[src/rtl/hrp_pkg.sv]
package hrp_pkg;
  localparam int unsigned WIN_W = 4;
  localparam logic [WIN_W-1:0] OFF_PTR = 4'hA;
  localparam logic [WIN_W-1:0] OFF_DP0 = 4'hC;
  localparam logic [WIN_W-1:0] OFF_DP1 = 4'hE;

  typedef enum logic [1:0] {
    SEL_NONE,
    SEL_PTR,
    SEL_DP0,
    SEL_DP1
  } port_sel_e;
endpackage

[src/rtl/hrp_decode.sv]
module hrp_decode
  import hrp_pkg::*;
#(
  parameter logic [15:0] IO_BASE = 16'h0300
) (
  input  logic [15:0] sa_i,
  input  logic        aen_ni,
  output port_sel_e   sel_o
);
  logic win_hit;
  assign win_hit = !aen_ni && (sa_i[15:WIN_W] == IO_BASE[15:WIN_W]);

  always_comb begin
    sel_o = SEL_NONE;
    if (win_hit) begin
      unique case (sa_i[WIN_W-1:0])
        OFF_PTR: sel_o = SEL_PTR;
        OFF_DP0: sel_o = SEL_DP0;
        OFF_DP1: sel_o = SEL_DP1;
        default: sel_o = SEL_NONE;
      endcase
    end
  end
endmodule

[src/rtl/hrp_strobe.sv]
module hrp_strobe (
  input  logic clk_i,
  input  logic rst_ni,
  input  logic ior_ni,
  input  logic iow_ni,
  output logic rd_start_o,
  output logic wr_start_o
);
  logic ior_q, iow_q;

  always_ff @(posedge clk_i or negedge rst_ni) begin
    if (!rst_ni) begin
      ior_q <= 1'b1;
      iow_q <= 1'b1;
    end else begin
      ior_q <= ior_ni;
      iow_q <= iow_ni;
    end
  end

  // write wins if both fall together
  assign wr_start_o = iow_q && !iow_ni;
  assign rd_start_o = ior_q && !ior_ni && !wr_start_o;
endmodule

[src/rtl/hrp_pointer.sv]
module hrp_pointer #(
  parameter int unsigned AW = 12,
  parameter int unsigned DW = 16
) (
  input  logic          clk_i,
  input  logic          rst_ni,
  input  logic          ptr_wr_i,
  input  logic          auto_i,
  input  logic [AW-1:0] addr_i,
  input  logic          dp0_acc_i,
  input  logic          dp1_acc_i,
  output logic [DW-1:0] ptr_o,
  output logic [AW-1:0] tgt_addr_o
);
  localparam int unsigned RSV_W = DW - 1 - AW;
  localparam logic [AW-1:0] WORD = AW'(2);
  localparam logic [AW-1:0] DWORD = AW'(4);

  logic          auto_q, armed_q;
  logic [AW-1:0] addr_q, base_q, pair_base;

  assign pair_base  = armed_q ? base_q : addr_q;
  assign tgt_addr_o = dp1_acc_i ? pair_base + WORD : addr_q;
  assign ptr_o      = {auto_q, {RSV_W{1'b0}}, addr_q};

  always_ff @(posedge clk_i or negedge rst_ni) begin
    if (!rst_ni) begin
      auto_q  <= 1'b0;
      addr_q  <= '0;
      base_q  <= '0;
      armed_q <= 1'b0;
    end else if (ptr_wr_i) begin
      auto_q  <= auto_i;
      addr_q  <= addr_i;
      armed_q <= 1'b0;
    end else if (dp0_acc_i) begin
      base_q  <= addr_q;
      armed_q <= 1'b1;
      if (auto_q) addr_q <= addr_q + WORD;
    end else if (dp1_acc_i) begin
      armed_q <= 1'b0;
      if (auto_q) addr_q <= pair_base + DWORD;
    end
  end

  a_r5_auto_step: assert property (@(posedge clk_i) disable iff (!rst_ni)
    (dp0_acc_i && !ptr_wr_i && auto_q) |=> (addr_q == $past(addr_q) + WORD));

  a_r5_fixed_hold: assert property (@(posedge clk_i) disable iff (!rst_ni)
    ((dp0_acc_i || dp1_acc_i) && !ptr_wr_i && !auto_q) |=> $stable(addr_q));

  a_r6_pair_end: assert property (@(posedge clk_i) disable iff (!rst_ni)
    (dp1_acc_i && !ptr_wr_i && armed_q && auto_q) |=> (addr_q == $past(base_q) + DWORD));
endmodule

[src/rtl/host_reg_port.sv]
module host_reg_port
  import hrp_pkg::*;
#(
  parameter logic [15:0] IO_BASE = 16'h0300,
  parameter int unsigned AW      = 12,
  parameter int unsigned DW      = 16
) (
  input  logic          clk_i,
  input  logic          rst_ni,
  input  logic [15:0]   sa_i,
  input  logic          aen_ni,
  input  logic          ior_ni,
  input  logic          iow_ni,
  input  logic [DW-1:0] hd_i,
  output logic [DW-1:0] host_rdata_o,
  output logic [AW-1:0] reg_addr_o,
  output logic [DW-1:0] reg_wdata_o,
  input  logic [DW-1:0] reg_rdata_i,
  output logic          reg_rd_o,
  output logic          reg_wr_o
);
  port_sel_e     sel;
  logic          rd_start, wr_start, any_start, dp_sel;
  logic          ptr_wr, dp0_acc, dp1_acc;
  logic [DW-1:0] ptr_val;
  logic [AW-1:0] tgt_addr;

  hrp_decode #(.IO_BASE(IO_BASE)) u_decode (
    .sa_i   (sa_i),
    .aen_ni (aen_ni),
    .sel_o  (sel)
  );

  hrp_strobe u_strobe (
    .clk_i      (clk_i),
    .rst_ni     (rst_ni),
    .ior_ni     (ior_ni),
    .iow_ni     (iow_ni),
    .rd_start_o (rd_start),
    .wr_start_o (wr_start)
  );

  assign any_start = rd_start || wr_start;
  assign dp_sel    = (sel == SEL_DP0) || (sel == SEL_DP1);
  assign ptr_wr    = wr_start && (sel == SEL_PTR);
  assign dp0_acc   = any_start && (sel == SEL_DP0);
  assign dp1_acc   = any_start && (sel == SEL_DP1);

  hrp_pointer #(.AW(AW), .DW(DW)) u_pointer (
    .clk_i      (clk_i),
    .rst_ni     (rst_ni),
    .ptr_wr_i   (ptr_wr),
    .auto_i     (hd_i[DW-1]),
    .addr_i     (hd_i[AW-1:0]),
    .dp0_acc_i  (dp0_acc),
    .dp1_acc_i  (dp1_acc),
    .ptr_o      (ptr_val),
    .tgt_addr_o (tgt_addr)
  );

  always_ff @(posedge clk_i or negedge rst_ni) begin
    if (!rst_ni) begin
      reg_rd_o     <= 1'b0;
      reg_wr_o     <= 1'b0;
      reg_addr_o   <= '0;
      reg_wdata_o  <= '0;
      host_rdata_o <= '0;
    end else begin
      reg_rd_o <= rd_start && dp_sel;
      reg_wr_o <= wr_start && dp_sel;
      if (any_start && dp_sel) reg_addr_o <= tgt_addr;
      if (wr_start && dp_sel) reg_wdata_o <= hd_i;
      if (rd_start && (sel == SEL_PTR)) host_rdata_o <= ptr_val;
      else if (reg_rd_o) host_rdata_o <= reg_rdata_i;
    end
  end

  a_r9_no_dual_strobe: assert property (@(posedge clk_i) disable iff (!rst_ni)
    !(reg_rd_o && reg_wr_o));

  a_r9_wr_pulse: assert property (@(posedge clk_i) disable iff (!rst_ni)
    reg_wr_o |=> !reg_wr_o);

  a_r9_rd_pulse: assert property (@(posedge clk_i) disable iff (!rst_ni)
    reg_rd_o |=> !reg_rd_o);

  a_r1_wr_needs_aen: assert property (@(posedge clk_i) disable iff (!rst_ni)
    reg_wr_o |-> $past(!aen_ni && !iow_ni));
endmodule

[config.mk]
export PLATFORM = sky130hd
export DESIGN_NAME = host_reg_port
export DESIGN_NICKNAME = d
export VERILOG_FILES = /design/src/rtl/hrp_pkg.sv /design/src/rtl/hrp_decode.sv /design/src/rtl/hrp_strobe.sv /design/src/rtl/hrp_pointer.sv /design/src/rtl/host_reg_port.sv
export SDC_FILE = /design/constraint.sdc
export NUM_CORES = 1
export LEC_CHECK = 0
export CAP_MARGIN = 20
export CORE_MARGIN = 3
export CORE_UTILIZATION = 45
export DETAILED_ROUTE_END_ITERATION = 7
export DONT_BUFFER_PORTS = 1
export GPL_TIMING_DRIVEN = 1
export MAX_ROUTING_LAYER = met4
export PLACE_DENSITY = 0.63
export SLEW_MARGIN = 20
export SYNTH_ARGS = -nofsm -noshare
export SYNTH_HDL_FRONTEND = slang
export SYNTH_SLANG_ARGS = --single-unit
[constraint.sdc]
create_clock -name clk_i -period 3.1 [get_ports clk_i]
set_clock_uncertainty 0.05 [all_clocks]
set_input_delay 0.155 -clock clk_i [delete_from_list [all_inputs] [get_ports clk_i]]
set_output_delay 0.155 -clock clk_i [all_outputs]
set_load 0.02 [all_outputs]
==> results by group <==
Outcome
  – Outcome: finished clean

Layout
  – Synth-to-layout area growth: 16.0%
  – Final instance area: 0.00491 mm2
  – Number of diodes: 0
  – Net total in the final layout: 519
  – Share of layout cells above drive strength 1: 0.160
  – Finished Layout Cells: 576

Clock network
  – Reg clk slew, reported paths: 0.07 ns
  – TritonCTS clock tree: built
  – Max clock buf depth: 2
  – Post-CTS setup buffer count: 0
  – Post_cts resized: 0
  – Max H-tree Level: 3
  – Clock Latency Late Sink: 0.36 ns
  – Clock sink total: 74
  – CTS buffer count: 9
  – Clk root buf: clkbuf_8

Worst setup path
  – CP delay by family, top: compound AO/OA/AOI/OAI gates
  – Worst Path Arrival: 2.82 ns
  – Setup crit start kind: register
  – Critical-path cell list: mux2i_1, inv_1, ha_1, nand3_1, a21oi_1, xnor2_1, a221o_1, a211oi_1, a21o_1
  – Critical Path Max Stage Delay: 0.65 ns
  – Worst Path Buf+Inv: 1
  – CP endpoint kind: register
  – Reg2reg start: u_pointer.addr_q[1]
  – Crit path max fanout: 14
  – Worst Path Required: 3.35 ns
  – Reg2Reg Depth: 9
  – Crit Path Category: register to register
  – Slowest-stage cell, CP: dfrtp_1
  – Setup slack, reg-to-reg: 0.53 ns
  – Worst r2r dst: reg_addr_o[7]

Placement
  – Final HPWL from detailed placement: 7630 um
  – Routability Congestion: 0.879
  – Placed cell count: 522
  – Placed cell area: 0.00430 mm2
  – Port bufs: 0
  – Pre-CTS setup slack: 0.565 ns

STA
  – Final hold slack: 0.0402 ns
  – Unrepaired setup endpoints after global routing: false
  – Final worst-path cycle share: 0.831
  – Minimum clock period: 2.57 ns
  – Setup TNS: 0 ns
  – Slew Limit Fails: 0
  – Fin worst setup slack: 0.525 ns
  – Final hold violations: 0
  – FMAX: 0.388 GHz
  – Slew margin rel.: 0.341
  – Final setup vio count: 0
  – Slew at the pin with the worst max-slew slack: 0.989 ns

Synthesis
  – Gate Count Post-Synth: 435
  – Post-Syn Nets: 491
  – Post-Synth Adder-Cell Area: 0.00887
  – Post-Synth XOR/XNOR Area: 0.0435
  – Unique masters post-synth: 56
  – Compound-Gate Fraction of Synth Area: 0.126
  – Yosys reg bits: 74
  – Sequential element share of the synthesized area: 0.438
  – Mapped Area: 0.00423 mm2
  – Post-synthesis mux area share: 0.149
  – Total number of yosys warnings: 0
  – Number of synthesized flops with an enable pin: 0
  – Main flop type after synthesis: dfrtp_1
  – Mapped Avg Cell Area: 9.73 um2
  – Post-Synth Simple-Gate Area: 0.193
  – Largest family of logic cells by synthesized area: simple AND/OR/NAND/NOR gates
  – FFs w/ async S/R, synth: 1.00

Min path
  – Hold path cells: 2
  – Hold_sp: sa_i[1]
  – Hold-critical path endpoint: reg_addr_o[10]
  – Worst hold path type: input port to register

Routing
  – Wire per inst: 18.9 um
  – Drt first pass iters: 4
  – Via count: 3312
  – Final WL: 10900 um
  – Initial DRC count: 193
  – Via density: 5.75
  – DRC viols: 0
  – Post-DRT Antenna Nets: 0

Pwr
  – Pleak: 2.11 nW
  – Power per cell area: 384 mW/mm2
  – Sw power: 0.419 mW
  – Combinational power share: 0.044
  – Clock share of power: 0.442
  – Sequential share of power: 0.514
  – Max IR drop VDD: 237 uV
  – Sw frac: 0.223
  – Internal power: 1.46 mW

Global route
  – First-pass GRT wire length: 17100 um
  – Initial antenna violation count: 0
  – Largest net degree at the start of global routing: 75
  – Overflow after GRT: 0
  – Vias in the first global route: 3270
  – GRT Total Usage: 0.218

Floorplanning
  – I/O pins: 99
  – Die area: 0.0106 mm2
  – Die Span X: 103 um
  – Die Y: 103 um
  – Core area: 0.00893 mm2
  – FP Rows: 34
  – Initial Util: 0.474

Job
  – MaxCap Viol Count: 0
-- per-stage QoR --
stage               utilization  power (mW)
floorplan                     -        1.00
global placement          0.481        1.01
detailed placement        0.481        1.01
CTS                       0.549        1.91
global route              0.549        1.95
finish                    0.549        1.88
-- worst max-delay path by stage --
| stage | to | slack [ns] | depth (start not counted) | start |
|---|---|---|---|---|
| floorplan | reg_addr_o[7] | 0.65 | 11 | u_pointer.armed_q |
| global placement | reg_addr_o[7] | 0.69 | 9 | u_pointer.addr_q[1] |
| detailed placement | reg_addr_o[7] | 0.56 | 9 | u_pointer.addr_q[1] |
| CTS | reg_addr_o[7] | 0.55 | 9 | u_pointer.addr_q[1] |
| global route | reg_addr_o[7] | 0.38 | 9 | u_pointer.addr_q[1] |
| finish | reg_addr_o[7] | 0.53 | 9 | u_pointer.addr_q[1] |
-- cell type report --
class,instances,area (um2)
Clock buffer,11,131
Inverter,4,15.0
Fill cell,804,4030
Multi-Input combinational cell,324,2200
Sequential cell,74,1850
Tap cell,108,135
Timing Repair Buffer,50,488
Clock inverter,5,81.3
-- power by group through the flow --
stage | combinational [mW] | sequential [mW] | clock [mW]
floorplan | 0.0165 | 0.987 | 0
global route | 0.0910 | 0.968 | 0.893
CTS | 0.0838 | 0.967 | 0.855
detailed placement | 0.0192 | 0.987 | 0
finish | 0.0828 | 0.968 | 0.832
global placement | 0.0190 | 0.987 | 0
-- what timing repair did --
| item | CTS | global route |
|---|---|---|
| setup endpoints to repair | 0 | 0 |
| hold buffers | 38 | 0 |
| hold endpoints to repair | 123 | 0 |
-- cells by family after synthesis --
kind of cell             count (synthesis)
flip-flops                              74
AO/OA/AOI/OAI                           87
buffers and inverters                   37
multiplexers                            59
XOR/XNOR                                21
AND/OR/NAND/NOR                        154
adder cells (fa/ha/maj)                  3
-- worst reg2reg max path: stages (launching register included) --
cell and delay (ns):
dfrtp_1 0.65, mux2i_1 0.18, inv_1 0.19, ha_1 0.35, nand3_1 0.15, a21oi_1 0.17, xnor2_1 0.08, a221o_1 0.34
a211oi_1 0.24, a21o_1 0.11
-- metal layers --
layer	up-vias	global-route usage	wire [um]
met5	-	-	0
met1	1570	0.297	5180
met3	9	0.0521	834
li1	1612	-	-
met2	121	0.318	4750
met4	0	0.0737	119
-- sequential cells by signal, summed over array words and instances, names as in the netlist, 12 cells and up --
register	cells
host_rdata_o	16
reg_wdata_o	16
reg_addr_o	12
u_pointer.addr_q	12
u_pointer.base_q	12
-- placed cells by master, fill, tap and decap left out, types with 9 or more instances in the layout --
| cell | Yosys | layout |
|---|---|---|
| a21oi_1 | 35 | 35 |
| buf_4 | 1 | 12 |
| clkbuf_8 | 0 | 9 |
| dfrtp_1 | 72 | 72 |
| dlygate4sd3_1 | 0 | 37 |
| mux2_2 | 32 | 32 |
| mux2i_1 | 27 | 27 |
| nand2_1 | 35 | 35 |
| nand3_1 | 18 | 18 |
| nand4_1 | 9 | 9 |
| nor2_1 | 38 | 38 |
| nor3_1 | 11 | 11 |
| o21ai_0 | 18 | 18 |
| xor2_1 | 13 | 13 |
-- synth_stat cells (4+ instances only) --
| cell | n | area share |
|---|---|---|
| a211oi_1 | 6 | 0.011 |
| a21o_1 | 4 | 0.0071 |
| a21oi_1 | 35 | 0.041 |
| and3_1 | 7 | 0.010 |
| buf_2 | 8 | 0.0095 |
| clkbuf_1 | 18 | 0.016 |
| dfrtp_1 | 72 | 0.43 |
| inv_1 | 4 | 0.0035 |
| mux2_2 | 32 | 0.085 |
| mux2i_1 | 27 | 0.064 |
| nand2_1 | 35 | 0.031 |
| nand3_1 | 18 | 0.021 |
| nand4_1 | 9 | 0.013 |
| nor2_1 | 38 | 0.034 |
| nor2b_1 | 5 | 0.0074 |
| nor3_1 | 11 | 0.013 |
| o21ai_0 | 18 | 0.021 |
| or3_1 | 4 | 0.0059 |
| xnor2_1 | 8 | 0.017 |
| xor2_1 | 13 | 0.027 |
No activity file was read; power rests on OpenSTA's default activity.
